===== src/rtl/octal_dbl_bank.sv =====
module octal_dbl_bank #(
  parameter int NCH  = 8,
  parameter int DW   = 12,
  parameter int NGRP = 2,
  parameter int SW   = $clog2(NCH)
) (
  input  logic              clk,
  input  logic              rst_n,
  input  logic              load_n,
  input  logic              dat_wr,
  input  logic [SW-1:0]     dat_sel,
  input  logic [DW-1:0]     dat_val,
  input  logic              cfg_wr,
  input  logic [NGRP-1:0]   cfg_gain,
  input  logic [NGRP-1:0]   cfg_buf,
  input  logic [NGRP-1:0]   cfg_sup,
  input  logic              mode_wr,
  input  logic [1:0]        mode_val,
  input  logic              pd_wr,
  input  logic [NCH-1:0]    pd_val,
  input  logic              clr_data,
  input  logic              clr_all,
  output logic [NCH*DW-1:0] code_out,
  output logic [NGRP-1:0]   eff_gain,
  output logic [NGRP-1:0]   eff_buf,
  output logic [NGRP-1:0]   eff_sup,
  output logic [NCH-1:0]    pd_out
);

  localparam logic [1:0] M_TRANSP = 2'b00;
  localparam logic [1:0] M_LATCH  = 2'b01;
  localparam logic [1:0] M_SHOT   = 2'b10;
  localparam logic [1:0] M_RSVD   = 2'b11;
  localparam int CW = 3*NGRP;

  logic [DW-1:0]  stg_q [NCH];
  logic [DW-1:0]  act_q [NCH];
  logic [NCH-1:0] pend_q, wr_hot;
  logic [CW-1:0]  cfg_stg_q, cfg_act_q;
  logic [1:0]     mode_q, ld_sync_q;
  logic           shot_q, ld_evt, clr_any;
  logic [NGRP-1:0] act_gain, act_buf, act_sup;

  assign ld_evt  = ~ld_sync_q[1] | (mode_q == M_TRANSP) | shot_q;
  assign clr_any = clr_data | clr_all;
  assign wr_hot  = dat_wr ? ({{(NCH-1){1'b0}}, 1'b1} << dat_sel) : '0;

  assign {act_sup, act_buf, act_gain} = cfg_act_q;
  assign eff_sup  = act_sup;
  assign eff_gain = act_gain & ~act_sup;
  assign eff_buf  = act_buf & ~act_sup;

  for (genvar i = 0; i < NCH; i++) begin : g_out
    assign code_out[i*DW +: DW] = act_q[i];
  end

  always_ff @(posedge clk or negedge rst_n) begin
    if (!rst_n) begin
      ld_sync_q <= 2'b11;
      for (int i = 0; i < NCH; i++) begin
        stg_q[i] <= '0;
        act_q[i] <= '0;
      end
      pend_q    <= '0;
      cfg_stg_q <= '0;
      cfg_act_q <= '0;
      mode_q    <= M_LATCH;
      shot_q    <= 1'b0;
      pd_out    <= '0;
    end else begin
      ld_sync_q <= {ld_sync_q[0], load_n};
      if (clr_any) begin
        for (int i = 0; i < NCH; i++) begin
          stg_q[i] <= '0;
          act_q[i] <= '0;
        end
        pend_q <= '0;
      end else begin
        for (int i = 0; i < NCH; i++)
          if (ld_evt && pend_q[i]) act_q[i] <= stg_q[i];
        if (dat_wr) stg_q[dat_sel] <= dat_val;
        pend_q <= (pend_q & ~{NCH{ld_evt}}) | wr_hot;
      end
      if (clr_all) begin
        cfg_stg_q <= '0;
        cfg_act_q <= '0;
        mode_q    <= M_LATCH;
        shot_q    <= 1'b0;
        pd_out    <= '0;
      end else begin
        if (cfg_wr) cfg_stg_q <= {cfg_sup, cfg_buf, cfg_gain};
        if (ld_evt) cfg_act_q <= cfg_stg_q;
        shot_q <= 1'b0;
        if (mode_wr && mode_val != M_RSVD) begin
          if (mode_val == M_SHOT) begin
            mode_q <= M_LATCH;
            shot_q <= 1'b1;
          end else begin
            mode_q <= mode_val;
          end
        end
        if (pd_wr) pd_out <= pd_val;
      end
    end
  end

  assert_hold_codes_R1: assert property (@(posedge clk) disable iff (!rst_n)
    (!ld_evt && !clr_any) |=> $stable(code_out));

  assert_one_shot_R3: assert property (@(posedge clk) disable iff (!rst_n)
    shot_q |=> (!shot_q && mode_q != M_TRANSP));

  assert_reserved_ignored_R3: assert property (@(posedge clk) disable iff (!rst_n)
    (mode_wr && mode_val == M_RSVD && !clr_all) |=> $stable(mode_q));

  assert_pend_cleared_R4: assert property (@(posedge clk) disable iff (!rst_n)
    (ld_evt && !dat_wr) |=> (pend_q == '0));

  assert_cfg_hold_R5: assert property (@(posedge clk) disable iff (!rst_n)
    (!ld_evt && !clr_all) |=> ($stable(eff_gain) && $stable(eff_buf) && $stable(eff_sup)));

  assert_data_clear_R8: assert property (@(posedge clk) disable iff (!rst_n)
    clr_data |=> (code_out == '0));

  assert_full_clear_R9: assert property (@(posedge clk) disable iff (!rst_n)
    clr_all |=> (pd_out == '0 && eff_sup == '0 && mode_q == M_LATCH));

endmodule


===== config.mk =====
export PLATFORM = sky130hd
export DESIGN_NAME = octal_dbl_bank
export DESIGN_NICKNAME = d
export VERILOG_FILES = /design/src/rtl/octal_dbl_bank.sv
export SDC_FILE = /design/constraint.sdc
export NUM_CORES = 1
export LEC_CHECK = 0
export BUFFER_PORTS_ARGS = -buffer_cell sky130_fd_sc_hd__buf_2
export CORE_MARGIN = 2
export CORE_UTILIZATION = 45
export DETAILED_ROUTE_END_ITERATION = 10
export PLACE_DENSITY = 0.7
export RECOVER_POWER = 25
export SYNTH_ARGS = -nofsm -noshare
export SYNTH_HDL_FRONTEND = slang
export SYNTH_SLANG_ARGS = --single-unit

===== constraint.sdc =====
create_clock -name clk -period 4.1 [get_ports clk]
set_input_delay 0.205 -clock clk [delete_from_list [all_inputs] [get_ports clk]]
set_output_delay 0.205 -clock clk [all_outputs]
set_load 0.03 [all_outputs]

==> results.ini <==
[sta]
slew_headroom_pct=-79.4
setup_tns_ns=0
hold_slack_ns=0.0211
timing.final.crit_share_pct=71.4
clock_skew_ns=0.0105
hold_viol=0
fin_crit_ns=2.93
tightest_slew_ns=2.69
setup_slack_ns=1.17
clock.fmax_mhz=342
rsz0062_at_grt=false
drv_slew=78
finalSetupViolations=0

[floorplan]
die-area_sq_mm=0.0228
ios=150
core_sq_mm=0.0211
die_w_um=151
die_y_um=151
start_util_pct=46.1
row_count=53

[global_route]
grt_antenna_before_repair=1
grt_overflow_total=0
grt_usage_pct=20.7
grt_pass1_wl_um=37400
grt_pass1_vias=7171
grt_start_max_net_pins=125

[clocking]
cts_inserted_buffers=24
cts_root_buf=clkbuf_16
cts.sinks=225
clk_latency_ns=0.51
clockBufferDepth=3
cts_htree_levels=1
cts_tree=done
postCtsSetupRepairBufs=0
clkTransAtPathRegs_ns=0.06

[job]
maxCapViolCount=1

[critical_path]
worst_r2r_startpoint=ld_sync_q[1]$_DFF_PN1_
slowest_delay_ns=2.00
critPathRequiredTime_ns=4.46
path_cells=buf_2 -> or2_1 -> buf_4 -> a21oi_1
cp.arrival_ns=3.28
critPathMaxFanout=77
path_class=input pin to register
cp_slowest_cell=or2_1
end_kind=register
crit_start=clr_all
start_kind=input pin

[synth]
synth_top_area_share_pct=57.2
syn_nets=1026
ys_warn_count=0
netlist_area_sq_mm=0.00972
synth_area_per_cell_sq_um=9.85
synth-xor-area-share_pct=0
ys_seq_elements=225
syn_inst=986
synth_area_leader_cell=dfrtp_1
synthSimpleGateAreaFrac_pct=18.7
synth_top_family_by_area=simple AND/OR/NAND/NOR gates
synthTopCellsByArea=dfrtp_1 (57%), nand2_1 (15%), mux2i_1 (11%)
seq_area_frac_synth_pct=58.0
synth_mux_area_share_pct=11.3
synth_compound_area_share_pct=7.44
synthAdderAreaFrac_pct=0
yosys.cell_types.count=33

[power]
p_per_area_mw_per_mm2=403
leakage_uw=0.00504
ir_worst_vdd_uv=276

[route]
drt-total-wl_um=23500
drt_iter0_drc=458
drcViolationCount=0
post_drt_wl_per_cell_um=16.9
via_per_inst=5.18
drtAntennaViolNets=0
vias=7229
dr.pass1.iters=6

[run_status]
outcome=finished with violations
violations=capacitance limit, slew limit

[place]
pre_cts_slack_ns=1.84
portBuffers=149
place.gp.congestion=0.755
hpwl_um=14500

[layout]
final_common_cell=nand2_1
final_util_pct=54.0
syn2layout_area_growth_pct=17.2
final_cell_mix=nand2_1 (384), dfrtp_1 (222), buf_2 (147)
final_nets=1142
drive_gt1_share_pct=17.8

[worst_hold_path]
hp-class=input pin to register
worstHoldStart=mode_val[1]

where the power goes:
group / total (uW) / internal, uW / switching (uW)
logic: 268 / 67.1 / 201
registers: 2250 / 2240 / 11.1
clock network: 2070 / 1240 / 836
registers in the layout, indices dropped and copies added, names as in the netlist:
name and flops:
code_out 96, stg_q 96, pd_out 8, pend_q 8
cfg_act_q 6, cfg_stg_q 6, ld_sync_q 2, mode_q 2
shot_q 1
final timing paths:
kind | endpoint | slack (ns) | cells past startpoint
worst max-delay path | pend_q[4]$_DFF_PN0_ | 1.17 | 4
worst min-delay path | mode_q[0]$_DFFE_PN1P_ | 0.02 | 3
worst max register to register | code_out[76]$_DFFE_PN0P_ | 1.86 | 3
worst min register to register | ld_sync_q[1]$_DFF_PN1_ | 0.38 | 0
max in group asynchronous | code_out[18]$_DFFE_PN0P_ | 2.66 | 3
min in group asynchronous | code_out[77]$_DFFE_PN0P_ | 0.37 | 2
Yosys cell counts (all sizes together):
| library cell | count |
|---|---|
| buf | 54 |
| nor4b | 1 |
| a21boi | 9 |
| nand4 | 1 |
| or4b | 1 |
| clkbuf | 29 |
| nand2 | 384 |
| nand4b | 3 |
| nand3 | 14 |
| o21bai | 1 |
| and4bb | 3 |
| nor4bb | 1 |
| dfstp | 3 |
| a21oi | 110 |
| nor2b | 4 |
| nor2 | 17 |
| mux2i | 110 |
| and4b | 3 |
| or2 | 2 |
| o21ai | 6 |
| dfrtp | 222 |
| nand2b | 1 |
| and4 | 1 |
| nor3b | 2 |
| nand4bb | 3 |
| and2b | 1 |
stage by stage:
stage	instance area, sq um	total power [uW]	cells
6_report	11400	4600	1395
5_1_grt	11400	4770	1395
4_1_cts	11400	4650	1394
3_5_place_dp	10500	2550	1333
3_3_place_gp	10500	2550	1333
2_1_floorplan	9720	2440	986
per-layer routing:
layer / track usage, % / vias up / wire [um]
met1: 28.8 / 3553 / 10300
met5: 0 / - / 0
li1: - / 3450 / -
met2: 33.7 / 189 / 11500
met3: 3.40 / 37 / 1240
met4: 5.84 / 0 / 494
critical path, delay by kind of cell:
family | cells | cell delay (ns)
and+or+nand+nor | 1 | 2.00
buffers and inverters | 2 | 0.95
AOI/OAI and AO/OA | 1 | 0.08
layout make-up:
cell class	count	area, sq um
clock inverter	3	40.0
fill	1900	9700
clock buffer	40	712
timing repair buffer	173	1000
tap	275	344
sequential	225	5630
antenna	1	2.50
multi-input combinational	678	3650
kinds of logic (layout without fill, tap and decap cells):
| group | after synthesis | after routing |
|---|---|---|
| buf+inv | 83 | 216 |
| other cells | 0 | 1 |
| simple gates | 442 | 442 |
| compound gates | 126 | 126 |
| flops | 225 | 225 |
| mux | 110 | 110 |
what timing repair did:
| item | 4_1_cts | 5_1_grt |
|---|---|---|
| hold buffers | 18 | 0 |
| gates resized for setup | 0 | 0 |
| endpoints found under the hold margin | 136 | 0 |
Power figures use the tool's default switching activity.
